==> src/rtl/i2cr_pkg.sv <==
package i2cr_pkg;

    typedef enum logic [2:0] {
        ST_IDLE,
        ST_ADDR,
        ST_AACK,
        ST_WR,
        ST_WACK,
        ST_RD,
        ST_MACK
    } i2cr_state_e;

    typedef struct packed {
        logic start;
        logic stop;
        logic rise;
        logic fall;
    } i2cr_bus_ev_t;

    localparam int ADDR_W = 7;

    // Expected target address: base with the strapped bit forced to the pin level
    function automatic logic addr_hit(input logic [ADDR_W-1:0] rx,
                                      input logic [ADDR_W-1:0] base,
                                      input int unsigned pin_bit,
                                      input logic pin);
        logic [ADDR_W-1:0] want;
        want = base;
        want[pin_bit] = pin;
        return rx == want;
    endfunction

endpackage

==> src/rtl/i2cr_bus_events.sv <==
module i2cr_bus_events
    import i2cr_pkg::*;
(
    input  logic         clk,
    input  logic         rst,
    input  logic         scl_i,
    input  logic         sda_i,
    output i2cr_bus_ev_t ev
);
    logic scl_q, sda_q;

    always_ff @(posedge clk) begin
        if (rst) begin
            scl_q <= 1'b1;
            sda_q <= 1'b1;
        end else begin
            scl_q <= scl_i;
            sda_q <= sda_i;
        end
    end

    always_comb begin
        ev.start = scl_q & scl_i & sda_q & ~sda_i;
        ev.stop  = scl_q & scl_i & ~sda_q & sda_i;
        ev.rise  = ~scl_q & scl_i;
        ev.fall  = scl_q & ~scl_i;
    end
endmodule

==> src/rtl/i2cr_scl_watchdog.sv <==
module i2cr_scl_watchdog #(
    parameter int unsigned LIMIT = 819
) (
    input  logic clk,
    input  logic rst,
    input  logic scl_i,
    input  logic tick,
    output logic fire
);
    localparam int TW = $clog2(LIMIT + 1);

    logic [TW-1:0] low_cnt;

    always_ff @(posedge clk) begin
        if (rst || scl_i)
            low_cnt <= '0;
        else if (tick && low_cnt < TW'(LIMIT))
            low_cnt <= low_cnt + 1'b1;
    end

    assign fire = tick & ~scl_i & (low_cnt == TW'(LIMIT - 1));


    cnt_bounded_chk: assert property (@(posedge clk) disable iff (rst)
        low_cnt <= TW'(LIMIT));


    cnt_needs_tick_chk: assert property (@(posedge clk) disable iff (rst)
        !tick |=> low_cnt == 0 || $stable(low_cnt));
endmodule

==> src/rtl/i2cr_regs.sv <==
module i2cr_regs #(
    parameter int NUM_REGS = 16,
    parameter int ID_FIRST = 10,
    parameter int PTR_W    = $clog2(NUM_REGS),
    parameter logic [8*(NUM_REGS-ID_FIRST)-1:0] ID_VALUE = '0
) (
    input  logic             clk,
    input  logic             rst,
    input  logic             we,
    input  logic [PTR_W-1:0] waddr,
    input  logic [7:0]       wdata,
    input  logic [PTR_W-1:0] raddr,
    output logic [7:0]       rdata
);
    logic [7:0] store [ID_FIRST];
    int id_k;

    always_ff @(posedge clk) begin
        if (rst) begin
            for (int i = 0; i < ID_FIRST; i++) store[i] <= 8'h00;
        end else if (we && waddr < PTR_W'(ID_FIRST)) begin
            store[waddr] <= wdata;
        end
    end

    always_comb begin
        id_k  = int'(raddr) - ID_FIRST;
        rdata = 8'h00;
        if (raddr < PTR_W'(ID_FIRST))
            rdata = store[raddr];
        else
            rdata = ID_VALUE[8*id_k +: 8];
    end


    wr_lands_chk: assert property (@(posedge clk) disable iff (rst)
        (we && waddr < PTR_W'(ID_FIRST)) |=> store[$past(waddr)] == $past(wdata));
endmodule

==> src/rtl/i2cr_target.sv <==
module i2cr_target
    import i2cr_pkg::*;
#(
    parameter int unsigned        TIMEOUT_TICKS = 819,
    parameter logic [ADDR_W-1:0]  ADDR_BASE     = 7'h68,
    parameter int unsigned        PIN_BIT       = 0,
    parameter int                 NUM_REGS      = 16,
    parameter int                 ID_FIRST      = 10,
    parameter logic [8*(NUM_REGS-ID_FIRST)-1:0] ID_VALUE = 48'hA1B2C3D4E5F6
) (
    input  logic clk,
    input  logic rst,
    input  logic scl_i,
    input  logic sda_i,
    input  logic addr_pin,
    input  logic osc_tick,
    output logic sda_oe
);
    localparam int PTR_W = $clog2(NUM_REGS);

    i2cr_state_e      st;
    i2cr_bus_ev_t     ev;
    logic [2:0]       bitcnt;
    logic [7:0]       shreg;
    logic [7:0]       txsr;
    logic [PTR_W-1:0] ptr;
    logic             got, rw, ptr_phase, nack, tmo;
    logic             we;
    logic [7:0]       rdata;

    i2cr_bus_events u_ev (
        .clk(clk), .rst(rst), .scl_i(scl_i), .sda_i(sda_i), .ev(ev)
    );

    i2cr_scl_watchdog #(.LIMIT(TIMEOUT_TICKS)) u_wd (
        .clk(clk), .rst(rst), .scl_i(scl_i), .tick(osc_tick), .fire(tmo)
    );

    assign we = (st == ST_WR) && ev.fall && got && !ptr_phase;

    i2cr_regs #(
        .NUM_REGS(NUM_REGS), .ID_FIRST(ID_FIRST), .PTR_W(PTR_W), .ID_VALUE(ID_VALUE)
    ) u_regs (
        .clk(clk), .rst(rst), .we(we), .waddr(ptr), .wdata(shreg),
        .raddr(ptr), .rdata(rdata)
    );

    always_ff @(posedge clk) begin
        if (rst) begin
            st        <= ST_IDLE;
            bitcnt    <= '0;
            shreg     <= '0;
            txsr      <= '0;
            ptr       <= '0;
            got       <= 1'b0;
            rw        <= 1'b0;
            ptr_phase <= 1'b0;
            nack      <= 1'b0;
            sda_oe    <= 1'b0;
        end else if (tmo || ev.stop) begin
            st     <= ST_IDLE;
            got    <= 1'b0;
            sda_oe <= 1'b0;
        end else if (ev.start) begin
            st     <= ST_ADDR;
            bitcnt <= '0;
            got    <= 1'b0;
            sda_oe <= 1'b0;
        end else begin
            unique case (st)
                ST_IDLE: ;
                ST_ADDR: begin
                    if (ev.rise) begin
                        shreg  <= {shreg[6:0], sda_i};
                        bitcnt <= bitcnt + 1'b1;
                        if (bitcnt == 3'd7) got <= 1'b1;
                    end else if (ev.fall && got) begin
                        got <= 1'b0;
                        if (addr_hit(shreg[7:1], ADDR_BASE, PIN_BIT, addr_pin)) begin
                            sda_oe <= 1'b1;
                            rw     <= shreg[0];
                            st     <= ST_AACK;
                        end else begin
                            st <= ST_IDLE;
                        end
                    end
                end
                ST_AACK: begin
                    if (ev.fall) begin
                        bitcnt <= '0;
                        if (rw) begin
                            txsr   <= rdata;
                            sda_oe <= ~rdata[7];
                            st     <= ST_RD;
                        end else begin
                            sda_oe    <= 1'b0;
                            ptr_phase <= 1'b1;
                            st        <= ST_WR;
                        end
                    end
                end
                ST_WR: begin
                    if (ev.rise) begin
                        shreg  <= {shreg[6:0], sda_i};
                        bitcnt <= bitcnt + 1'b1;
                        if (bitcnt == 3'd7) got <= 1'b1;
                    end else if (ev.fall && got) begin
                        got    <= 1'b0;
                        sda_oe <= 1'b1;
                        st     <= ST_WACK;
                        if (ptr_phase) begin
                            ptr       <= shreg[PTR_W-1:0];
                            ptr_phase <= 1'b0;
                        end else begin
                            ptr <= ptr + 1'b1;
                        end
                    end
                end
                ST_WACK: begin
                    if (ev.fall) begin
                        sda_oe <= 1'b0;
                        bitcnt <= '0;
                        st     <= ST_WR;
                    end
                end
                ST_RD: begin
                    if (ev.rise) begin
                        bitcnt <= bitcnt + 1'b1;
                        if (bitcnt == 3'd7) got <= 1'b1;
                    end else if (ev.fall) begin
                        if (got) begin
                            got    <= 1'b0;
                            sda_oe <= 1'b0;
                            ptr    <= ptr + 1'b1;
                            st     <= ST_MACK;
                        end else begin
                            txsr   <= {txsr[6:0], 1'b0};
                            sda_oe <= ~txsr[6];
                        end
                    end
                end
                ST_MACK: begin
                    if (ev.rise) begin
                        nack <= sda_i;
                    end else if (ev.fall) begin
                        if (nack) begin
                            st <= ST_IDLE;
                        end else begin
                            txsr   <= rdata;
                            sda_oe <= ~rdata[7];
                            bitcnt <= '0;
                            st     <= ST_RD;
                        end
                    end
                end
                default: st <= ST_IDLE;
            endcase
        end
    end


    ack_starts_low_chk: assert property (@(posedge clk) disable iff (rst)
        $rose(sda_oe) |-> !scl_i);


    idle_released_chk: assert property (@(posedge clk) disable iff (rst)
        (st == ST_IDLE) |-> !sda_oe);


    addr_phase_quiet_chk: assert property (@(posedge clk) disable iff (rst)
        (st == ST_ADDR) |-> !sda_oe);


    tmo_release_chk: assert property (@(posedge clk) disable iff (rst)
        tmo |=> (!sda_oe && st == ST_IDLE));
endmodule

==> config.mk <==
export PLATFORM = sky130hd
export DESIGN_NAME = i2cr_target
export DESIGN_NICKNAME = d
export VERILOG_FILES = /design/src/rtl/i2cr_pkg.sv /design/src/rtl/i2cr_bus_events.sv /design/src/rtl/i2cr_scl_watchdog.sv /design/src/rtl/i2cr_regs.sv /design/src/rtl/i2cr_target.sv
export SDC_FILE = /design/constraint.sdc
export NUM_CORES = 1
export LEC_CHECK = 0
export BUFFER_PORTS_ARGS = -buffer_cell sky130_fd_sc_hd__buf_2
export CAP_MARGIN = 20
export CORE_ASPECT_RATIO = 0.75
export CORE_MARGIN = 5
export CORE_UTILIZATION = 68
export CTS_CLUSTER_DIAMETER = 40
export CTS_CLUSTER_SIZE = 20
export DETAILED_ROUTE_END_ITERATION = 10
export PLACE_DENSITY = 0.9
export SYNTH_ARGS = -nofsm -noshare
export SYNTH_HDL_FRONTEND = slang
export SYNTH_HIERARCHICAL = 1
export SYNTH_SLANG_ARGS = --single-unit
export TNS_END_PERCENT = 5
==> constraint.sdc <==
create_clock -name clk -period 4.9 [get_ports clk]
set_clock_uncertainty 0.05 [all_clocks]
set_input_delay 0.98 -clock clk [delete_from_list [all_inputs] [get_ports clk]]
set_output_delay 0.98 -clock clk [all_outputs]
set_load 0.02 [all_outputs]
# Word level (Yosys, flattened, before mapping)

Memories as Yosys holds them, arrays and structs flattened. A register that Yosys moved wholly into a read port is not among the register bits.
Cells that the tools add are included.

Register bits after elaboration: 42
Input bits: 6
RAM bits: 80
Memories: 1
Word-level logic and storage cells: 190
Output and inout port bits: 1

Reduce and logical (&&, ||, !) cells: 33
Order comparisons: 2
Equality and inequality tests: 42
Multiplexer cells: 74
Bitwise operators: 19
Shift-type cells: 1
$add $sub $neg: 4

Memory list:

| name         | depth | bits a word | read ports | clocked after Yosys merged registers in | wr ports | RTL line        | RTL |
|---|---|---|---|---|---|---|---|
| u_regs.store | 10    | 8           | 1          | 1                                       | 10       | i2cr_regs.sv:15 | `logic [7:0] store [ID_FIRST];` |

Operators with widths:

| operator                                                                       | count |
|---|---|
| 3-bit two-way mux                                                              | 19 |
| 7-bit two-way mux                                                              | 8 |
| 48-bit by 32-bit variable part select with 8-bit output (first input constant) | 1 |
| 4-bit two-way mux                                                              | 9 |
| 3-bit inequality test (second input constant)                                  | 12 |
| 2-bit inequality test (second input constant)                                  | 16 |
| 1-bit two-way mux                                                              | 28 |
| 12-bit AND reduction                                                           | 2 |
| 3-bit case mux with 7 select lines                                             | 1 |
| 7-bit case mux with 3 select lines                                             | 1 |
| 8-bit two-way mux                                                              | 2 |
| 7-bit AND reduction                                                            | 2 |
| 13-bit AND reduction                                                           | 1 |
| 3-bit equality test (second input constant)                                    | 4 |
| 11-bit AND reduction                                                           | 1 |
| 10-bit by 1-bit adder with 10-bit output (second input constant)               | 1 |
| 10-bit equality test (second input constant)                                   | 1 |
| 10-bit < comparator (second input constant)                                    | 1 |
| 1-bit inverter                                                                 | 10 |
| 1-bit AND                                                                      | 9 |
| 3-bit by 1-bit inequality test with 1-bit output (second input constant)       | 3 |
| 3-bit case mux with 3 select lines                                             | 1 |
| 4-bit case mux with 2 select lines                                             | 1 |
| 4-bit AND reduction                                                            | 2 |
| 26 further kinds                                                               | 39 |

# Depth between registers and ports, before layout

Gate-level depths: netlist of run 1.

Depth in word-level cells: 11
Depth in mapped cells: 16

# By module

The synthesis of run 1 kept the hierarchy.

Modules (own cells, without submodules):

| module            | area an instance (um^2) | instances | seq. area each (um^2) | cells an instance |
|---|---|---|---|---|
| i2cr_regs         | 5579.1                  | 1         | 3843.7                | 364 |
| i2cr_target       | 1702.9                  | 1         | 600.6                 | 199 |
| i2cr_scl_watchdog | 569.3                   | 1         | 200.2                 | 62 |
| i2cr_bus_events   | 85.1                    | 1         | 40.0                  | 8 |

# Worst setup path before layout of run 1

No wires, ideal clock.

Kind: input to register
From: input port scl_i
To: memory u_regs.store[5][0], enable pin
Data arrival time: 2.658 ns
Path slack: 1.857 ns
Cell stages on the path: 8
Library setup time: 0.334 ns
Path buffers: 2
Cells stage by stage: nor2b_1 -> clkbuf_1 -> nand2_1 -> nor3_1 -> and3b_1 -> buf_2 -> nand4_1 -> nand2b_1

RTL lines:

| what        | RTL line          | RTL |
|---|---|---|
| from (decl) | i2cr_target.sv:13 | `input logic scl_i,` |
| to (decl)   | i2cr_regs.sv:15   |  |

==> impl_metrics.json, run 1 <==
{
  "cts_sinks": 170,
  "tns_ns": 0,
  "reg2reg_from": "u_ev/scl_q",
  "final_core_util_pct": 75.8,
  "core_area_um2": 11500,
  "synth_top_flop_cell": "edfxtp_1",
  "ant_nets": 0,
  "cts_buffer_depth": 2,
  "post-route-period-util_pct": 72.4,
  "synth_top_area_cell": "edfxtp_1",
  "rsz0062_at_grt": "no",
  "numCtsBuffers": 17,
  "final-hold-violation-count": 0,
  "slew_violations": 0,
  "n_fill_cell": 703,
  "start_util_pct": 68.8,
  "drtIter0Drc": 769,
  "wl_per_cell_um": 20.1,
  "async_flop_share_pct": 0,
  "globalplace.congestion": 0.931,
  "design_area_um2": 8740,
  "arrival_ns": 3.59,
  "die_h_um": 104,
  "syn_area_um2": 7940,
  "worstSetupEndpointType": "register",
  "gr-total-overflow": 0,
  "cpMaxStageDelayCell": "nand2b_1",
  "clkSlewWorstSetupHoldPaths_ns": 0.06,
  "hpwl_um": 11400,
  "avgSynthCellArea_um2": 12.5,
  "max_freq_mhz": 282,
  "io_pins": 7,
  "ctsResizeCount": 0,
  "power.density_nw_per_um2": 345,
  "cap_violations": 0,
  "hold_class": "register to register",
  "yosysSeqAreaShare_pct": 59.0,
  "fin_nets": 687,
  "synthTopCellsByArea": "edfxtp_1 48%, dfxtp_1 11%, mux4_2 6.0%, nor2_1 5.5%, mux2i_1 5.0%",
  "r2r_end": "u_regs/store[5][5]",
  "num_rows": 34,
  "hold-path-cell-count": 2,
  "ir_worst_vdd_mv": 0.335,
  "portBuffers": 6,
  "die_area_um2": 14000,
  "antenna_found_initial": 1,
  "areaGrowthSynthToFinish_pct": 10.1,
  "relSlewSlack_pct": 36.1,
  "antennaDiodeCount": 0,
  "die_x_um": 135,
  "dr_total_vias": 5291,
  "drc_errors": 0,
  "cts_hold_buffers": 0,
  "yosys_register_bits": 170,
  "cp_max_fo": 9,
  "synth_cell_types": 72,
  "tritoncts": "done",
  "rr_worst_depth": 6,
  "setup_viol": 0,
  "finalNonFillerCells": 849,
  "critPathLaunch": "scl_i",
  "min_to": "txsr[0]",
  "critPathRequiredTime_ns": 4.95,
  "synth-edff-count": 128,
  "vias_per_cell": 6.23,
  "layout_setup_ws_ns": 1.35,
  "critical_path_class": "primary input to register",
  "status": "complete, no violations",
  "layout-drive-gt1-share_pct": 11.2,
  "place_ws_ns": 1.03,
  "p_leak_nw": 3.03,
  "fin_crit_ns": 3.55,
  "cts_root_buffer": "clkbuf_16",
  "crit_path_cell_trace": "buf_2 -> nor2b_1 -> nand2_1 -> nor3_1 -> and3b_1 -> nand4_1 -> nand2b_1",
  "clkLatencyLatePin_ns": 0.43,
  "htreeDepth": 4,
  "routed_wl_um": 17000,
  "dp_cells": 817,
  "r2r_setup_slack_ns": 1.66,
  "postCtsSetupRepairBufs": 0,
  "slowest_delay_ns": 0.47,
  "grt_max_degree": 46,
  "placed_cell_area_um2": 8160,
  "synth_top_area_share_pct": 48.4,
  "min-delay-start": "txsr[0]",
  "whs_ns": 0.435,
  "grt_pass1_vias": 5064,
  "yosys_warnings": 6,
  "finalPower_mw": 3.01,
  "grtUsageTotal_pct": 26.1,
  "worst_slew_pin_slew_ns": 0.959,
  "start_kind": "primary input",
  "synthCells": 633,
  "grt_pass1_wl_um": 27300,
  "drtPass1Iterations": 5
}
## layout make-up
class                           count  area [um^2]  area share (%)
Clock buffer                       19          475            5.44
Clock inverter                     13          100            1.15
Inverter                           17         63.8           0.730
Multi-Input combinational cell    459         3150            36.1
Sequential cell                   170         4690            53.7
Tap cell                          162          203            2.32
Timing Repair Buffer                9         52.6           0.602
## registers in the layout, indices dropped and copies added (netlist names), 3 cells and up
signal,flops
u_regs/store,128
u_wd/low_cnt,10
shreg,8
txsr,7
ptr,4
bitcnt,3
st,3
## cells by family after synthesis
logic type / after synthesis / synth area share (%)
and+or+nand+nor: 247 / 15.3
DFF: 170 / 59.0
AOI/OAI and AO/OA: 83 / 7.46
muxes: 67 / 12.8
buffers and inverters: 51 / 3.45
adders and majority gates: 7 / 1.10
xor gates and xnor gates: 7 / 0.773
other: 1 / 0.0473
## cells in the mapped netlist, types with 12 or more instances
cell,instances
edfxtp_1,128
nor2_1,116
dfxtp_1,42
mux2i_1,40
nand2_1,40
mux4_2,21
nand2b_1,21
inv_1,17
a21oi_1,16
o21ai_0,15
nand3_1,12
## worst max-delay path, delay by kind of cell
| family | cells | cell delay [ns] |
|---|---|---|
| simple gates | 6 | 2.47 |
| buf+inv | 1 | 0.14 |
## worst max path at each step
| stage | end | slack (ns) | cells past startpoint |
|---|---|---|---|
| floorplan | u_regs/store[5][0] | 1.86 | 8 |
| global placement | u_regs/store[5][1] | 1.24 | 7 |
| detailed placement | u_regs/store[5][6] | 1.03 | 7 |
| CTS | u_regs/store[5][5] | 1.47 | 7 |
| global route | u_regs/store[5][7] | 1.18 | 7 |
| finish | u_regs/store[5][5] | 1.35 | 7 |
## layer usage
metal | share of wire [%] | vias up | global-route usage (%)
met5 | 0.094 | - | 0
met2 | 47 | 273 | 39.5
met4 | 1.8 | 2 | 9.67
li1 | - | 2390 | -
met1 | 40 | 2595 | 35.8
met3 | 11 | 31 | 8.14
## power breakdown
group | internal [mW] | total (mW) | switching, mW | leakage, nW
clock network | 0.721 | 1.30 | 0.576 | 0.289
registers | 1.60 | 1.63 | 0.0253 | 1.55
logic | 0.0346 | 0.0920 | 0.0574 | 1.19
## cell usage in the layout, fill, tap and decap left out, types with 3 or more instances in the layout
master	Yosys	routed
edfxtp_1	128	128
nor2_1	116	116
conb_1	1	48
nand2_1	40	40
mux2i_1	40	40
dfxtp_1	42	40
nand2b_1	21	21
mux4_2	21	21
clkbuf_16	0	19
inv_1	17	17
a21oi_1	16	16
o21ai_0	15	15
nand3_1	12	12
nor2b_1	11	11
a211oi_1	9	9
ha_1	7	7
inv_6	0	6
buf_2	11	6
nor3_1	5	5
o211ai_1	5	5
a22oi_1	5	5
nand4_1	5	5
mux4_1	5	5
xor2_1	4	4
nor4_1	4	4
and2_1	4	4
and3_1	3	3
or2_2	3	3
or3_1	3	3
nor4_4	3	3
xnor2_1	3	3
inv_4	0	3
buf_4	5	3
and3b_1	3	3
a221oi_1	3	3
No activity file was read; power rests on OpenSTA's default activity.
==> run 2: changes to the inputs <==
--- a/config.mk
+++ b/config.mk
@@ -9,11 +9,11 @@
 export CAP_MARGIN = 20
 export CORE_ASPECT_RATIO = 0.75
 export CORE_MARGIN = 5
-export CORE_UTILIZATION = 68
+export CORE_UTILIZATION = 63
 export CTS_CLUSTER_DIAMETER = 40
 export CTS_CLUSTER_SIZE = 20
 export DETAILED_ROUTE_END_ITERATION = 10
-export PLACE_DENSITY = 0.9
+export PLACE_DENSITY = 0.84
 export SYNTH_ARGS = -nofsm -noshare
 export SYNTH_HDL_FRONTEND = slang
 export SYNTH_HIERARCHICAL = 1
==> constraint.sdc (replaced) <==
create_clock -name clk -period 3.3 [get_ports clk]
set_clock_uncertainty 0.05 [all_clocks]
set_input_delay 0.66 -clock clk [delete_from_list [all_inputs] [get_ports clk]]
set_output_delay 0.66 -clock clk [all_outputs]
set_load 0.02 [all_outputs]
==> run 2 against run 1 <==
Utilization shrank 3.8 points. Cell count grew 2.2%. Sequential share of layout area shrank 0.72 points. Sequential cell count is the same. Wire length grew 2.0%. Critical path depth is the same. Non-clock buffer count grew 15. Hold slack lost 0.017 ns. Die area grew 7.2%. Register-to-register slack lost 1.1 ns. Clock-buffer cell count grew 1. Combinational power grew 58%.
==> impl_metrics.json, run 2 (same netlist as run 1, synthesis figures left out) <==
{
  "grt_pass1_wl_um": 27900,
  "power.density_nw_per_um2": 506,
  "max_freq_mhz": 363,
  "fin_crit_ns": 2.76,
  "core_area_um2": 12300,
  "largest_reg_flops": 128,
  "start_kind": "register",
  "layout_commonest_cell": "edfxtp_1",
  "cp_max_fo": 9,
  "power_switching_mw": 0.980,
  "numCtsBuffers": 17,
  "top_usage_layer": "met2",
  "ant_nets": 0,
  "grt_use_met1_pct": 33.6,
  "relSlewSlack_pct": 50.0,
  "critPathRequiredTime_ns": 3.34,
  "areaGrowthSynthToFinish_pct": 11.6,
  "antennaDiodeCount": 0,
  "tns_ns": 0,
  "antenna_found_initial": 0,
  "hpwl_um": 11600,
  "cts_sinks": 170,
  "wl_per_cell_um": 20.0,
  "fin_nets": 702,
  "die_area_um2": 15000,
  "final-hold-violation-count": 0,
  "ctsResizeCount": 0,
  "worstSetupEndpointType": "register",
  "swShare_pct": 21.9,
  "cts_buffer_depth": 2,
  "reg_top3": "u_regs/store x128, u_wd/low_cnt x10, shreg x8",
  "largest-register": "u_regs/store",
  "final_cell_mix": "128 x edfxtp_1, 116 x nor2_1, 48 x conb_1",
  "grt_max_degree": 34,
  "cell_internal_pwr_mw": 3.50,
  "slew_violations": 0,
  "rsz0062_at_grt": "no",
  "grt_use_met3_pct": 5.80,
  "die_x_um": 140,
  "post-route-period-util_pct": 83.6,
  "clkLatencyLatePin_ns": 0.43,
  "arrival_ns": 2.80,
  "ir_worst_vdd_mv": 0.388,
  "cap_violations": 0,
  "start_util_pct": 64.5,
  "finalPower_mw": 4.48,
  "htreeDepth": 4,
  "grt_pass1_vias": 5197,
  "cts_hold_buffers": 0,
  "setup_viol": 0,
  "drtPass1Iterations": 5,
  "layout-drive-gt1-share_pct": 13.0,
  "gr-total-overflow": 0,
  "status": "complete, no violations",
  "drtIter0Drc": 589,
  "dp_cells": 836,
  "p_seq_share_pct": 53.6,
  "grt.met2_usage_pct": 39.0,
  "min-delay-start": "sda_i",
  "num_rows": 35,
  "clkSlewWorstSetupHoldPaths_ns": 0.07,
  "cts_root_buffer": "clkbuf_16",
  "tritoncts": "done",
  "critPathLaunch": "st[1]",
  "whs_ns": 0.418,
  "pwr-share-comb_pct": 3.2,
  "drc_errors": 0,
  "postCtsSetupRepairBufs": 0,
  "globalplace.congestion": 0.900,
  "finalNonFillerCells": 868,
  "io_pins": 7,
  "hold_class": "primary input to register",
  "grtUsageTotal_pct": 24.4,
  "p_leak_nw": 3.10,
  "dr_total_vias": 5314,
  "vias_per_cell": 6.12,
  "routed_wl_um": 17400,
  "critical_path_class": "register to register",
  "reg2reg_from": "st[1]",
  "worst_slew_pin_slew_ns": 0.744,
  "portBuffers": 6,
  "die_h_um": 107,
  "power_frac_clock_pct": 43.1
}
[run 2: changes by cell type in the layout (fill, tap and decap cells not counted), sizes merged]
| cell | before | now |
|---|---|---|
| buf | 9 | 24 |
| clkinvlp | 1 | 0 |
| clkbuf | 19 | 20 |
| clkinv | 2 | 4 |
| inv | 27 | 25 |
[run 2: layout make-up]
cell class                 instances  area [um^2]
timing repair buffer              24          165
clock buffer                      20          479
multi-input combinational        459         3150
inverter                          17         63.8
tap                              166          208
sequential                       170         4690
fill                             832         3450
clock inverter                    12         97.6
[run 2: worst paths after layout]
check,end,slack (ns),cells after the start
max,u_regs/store[6][0],0.54,7
min,u_ev/sda_q,0.42,2
max reg2reg,u_regs/store[6][0],0.54,7
min reg2reg,txsr[0],0.43,2
[run 2: through the flow]
stage | cell area, um^2 | utilization (%) | setup slack (ns)
3_3_place_gp | 8280 | 67.3 | 0.520
3_5_place_dp | 8280 | 67.3 | 0.323
5_1_grt | 8850 | 72.0 | 0.342
6_report | 8850 | 72.0 | 0.543
4_1_cts | 8850 | 72.0 | 0.568
2_1_floorplan | 8110 | - | 0.571
[run 2: power by group through the flow]
stage	sequential [mW]	combinational, mW	clock, mW
floorplan	2.43	0.106	0
global placement	2.44	0.137	0
detailed placement	2.45	0.141	0
CTS	2.40	0.142	1.96
global route	2.41	0.158	2.05
finish	2.40	0.145	1.93
[run 2: layer usage]
metal / vias to the layer above / routed length (um)
met1: 2601 / 7130
met2: 268 / 8230
met3: 32 / 1720
li1: 2413 / -
met5: - / 0
met4: 0 / 310
[run 2: critical path, stage by stage, from the launching register on]
cell      delay, ns
dfxtp_1        0.32
nor2b_1        0.28
nand2_1        0.13
nor3_1         0.46
and3b_1        0.33
nor2b_1        0.23
nand2_1        0.24
nand2b_1       0.38
==> run 3: changes to the inputs <==
==> constraint.sdc (replaced) <==
create_clock -name clk -period 2.8 [get_ports clk]
set_clock_uncertainty 0.05 [all_clocks]
set_input_delay 0.56 -clock clk [delete_from_list [all_inputs] [get_ports clk]]
set_output_delay 0.56 -clock clk [all_outputs]
set_load 0.02 [all_outputs]
==> run 3 against run 2 <==
Utilization up 0.80 points. Largest cell class unchanged. Sequential cell count unchanged. Combinational power up 22%. Wire length down 0.22%. Critical endpoint is now shreg[5]. Design area up 1.1%. Power up 16%. Global-route usage up 0.11 points.
==> impl_metrics.json, run 3 (same netlist as run 1, synthesis figures left out) <==
{
  "status": "complete, no violations",
  "critPathRequiredTime_ns": 3.05,
  "start_kind": "register",
  "drtIter0Drc": 730,
  "largest_reg_flops": 128,
  "routed_wl_um": 17400,
  "core_area_um2": 12300,
  "areaGrowthSynthToFinish_pct": 12.8,
  "tns_ns": 0,
  "cts_sinks": 170,
  "die_h_um": 107,
  "htreeDepth": 4,
  "die_area_um2": 15000,
  "gr-total-overflow": 0,
  "grt_pass1_wl_um": 28000,
  "grtUsageTotal_pct": 24.5,
  "antennaDiodeCount": 0,
  "pwr-share-comb_pct": 3.4,
  "cell_internal_pwr_mw": 4.11,
  "globalplace.congestion": 0.883,
  "p_seq_share_pct": 54.2,
  "relSlewSlack_pct": 48.4,
  "swShare_pct": 21.3,
  "reg_top3": "u_regs/store x128, u_wd/low_cnt x10, shreg x8",
  "clkLatencyLatePin_ns": 0.42,
  "crit_path_cell_trace": "inv_1 -> ha_1 -> nand3b_1 -> nor4_2 -> or3_1 -> nor4_4 -> mux2i_1 -> nor2_1",
  "antenna_found_initial": 0,
  "arrival_ns": 2.83,
  "grt_pass1_vias": 5270,
  "rsz0062_at_grt": "no",
  "drtPass1Iterations": 5,
  "layout-drive-gt1-share_pct": 14.3,
  "setup_viol": 0,
  "dr_total_vias": 5294,
  "hpwl_um": 11700,
  "num_rows": 35,
  "worstSetupEndpointType": "register",
  "whs_ns": 0.354,
  "vias_per_cell": 6.03,
  "wl_per_cell_um": 19.8,
  "ir_worst_vdd_mv": 0.609,
  "portBuffers": 6,
  "p_leak_nw": 3.15,
  "drc_errors": 0,
  "fin_nets": 712,
  "numCtsBuffers": 17,
  "fin_crit_ns": 2.58,
  "tritoncts": "done",
  "cts_buffer_depth": 2,
  "largest-register": "u_regs/store",
  "cap_violations": 0,
  "critical_path_class": "register to register",
  "ant_nets": 0,
  "cp_max_fo": 8,
  "slowest_delay_ns": 0.64,
  "slew_violations": 0,
  "r2r_setup_slack_ns": 0.22,
  "design_area_um2": 8950,
  "power.density_nw_per_um2": 583,
  "worst_slew_pin_slew_ns": 0.769,
  "final-hold-violation-count": 0,
  "placed_cell_area_um2": 8380,
  "io_pins": 7,
  "final_cell_mix": "128 x edfxtp_1, 116 x nor2_1, 48 x conb_1",
  "layout_commonest_cell": "edfxtp_1",
  "die_x_um": 140,
  "cpMaxStageDelayCell": "nor4_4",
  "start_util_pct": 64.5,
  "max_freq_mhz": 388,
  "cts_root_buffer": "clkbuf_16",
  "power_frac_clock_pct": 42.4,
  "post-route-period-util_pct": 92.2,
  "postCtsSetupRepairBufs": 0,
  "grt_max_degree": 50,
  "power_switching_mw": 1.11,
  "clkSlewWorstSetupHoldPaths_ns": 0.07,
  "hold_class": "primary input to register"
}
==> run 3: cell types whose count changed in the layout (fill, tap and decap cells not counted), sizes merged <==
cell	change
buf	+10
clkinv	+7
inv	-7
==> run 3: stage by stage <==
step | power [mW] | utilization, % | setup WS (ns) | std cells
after floorplan | 2.99 | - | 0.0712 | 680
after global placement | 3.04 | 68.1 | 0.194 | 846
after detailed placement | 3.05 | 68.1 | 0.131 | 846
after CTS | 5.25 | 72.7 | 0.120 | 878
after global routing | 5.40 | 72.8 | 0.106 | 878
final | 5.22 | 72.8 | 0.220 | 878
==> run 3: worst max-delay path, delay by kind of cell, from the launching register on <==
kind	cells	cell delay, ns
buffers and inverters	1	0.09
flip-flops	1	0.38
multiplexers	1	0.33
AND/OR/NAND/NOR	5	1.40
adder cells (fa/ha/maj)	1	0.20
==> run 3: path summary, 6_finish.rpt <==
check / endpoint / start / cells after the start
hold / removal: u_ev/sda_q / sda_i / 2
setup / recovery: shreg[5] / u_wd/low_cnt[0] / 8
setup reg to reg: shreg[5] / u_wd/low_cnt[0] / 8
hold reg to reg: bitcnt[2] / bitcnt[2] / 2
==> run 3: metal layers <==
| metal | part of all wire, % | track usage, % |
|---|---|---|
| met1 | 42 | 33.5 |
| met3 | 9.8 | 7.62 |
| met4 | 1.5 | 7.26 |
| met2 | 47 | 38.2 |
| met5 | 0 | 0 |
==> run 3: power by group through the flow <==
stage	Sequential [mW]	Combinational (mW)	Clock, mW
global placement	2.88	0.165	0
global route	2.84	0.191	2.37
CTS	2.83	0.171	2.25
finish	2.83	0.177	2.21
floorplan	2.87	0.125	0
detailed placement	2.88	0.170	0
==> run 3: what timing repair did <==
item,4_1_cts,5_1_grt
endpoints found under the setup margin,0,1
resized for setup,0,1
hold buffers,0,0
endpoints found under the hold margin,0,0
==> run 3: final cells by class <==
type                       instances  area (um^2)
sequential                       170         4690
fill                             825         3350
multi-input combinational        459         3160
clock buffer                      20          478
timing repair buffer              34          265
tap                              166          208
clock inverter                    12         91.3
inverter                          17         63.8
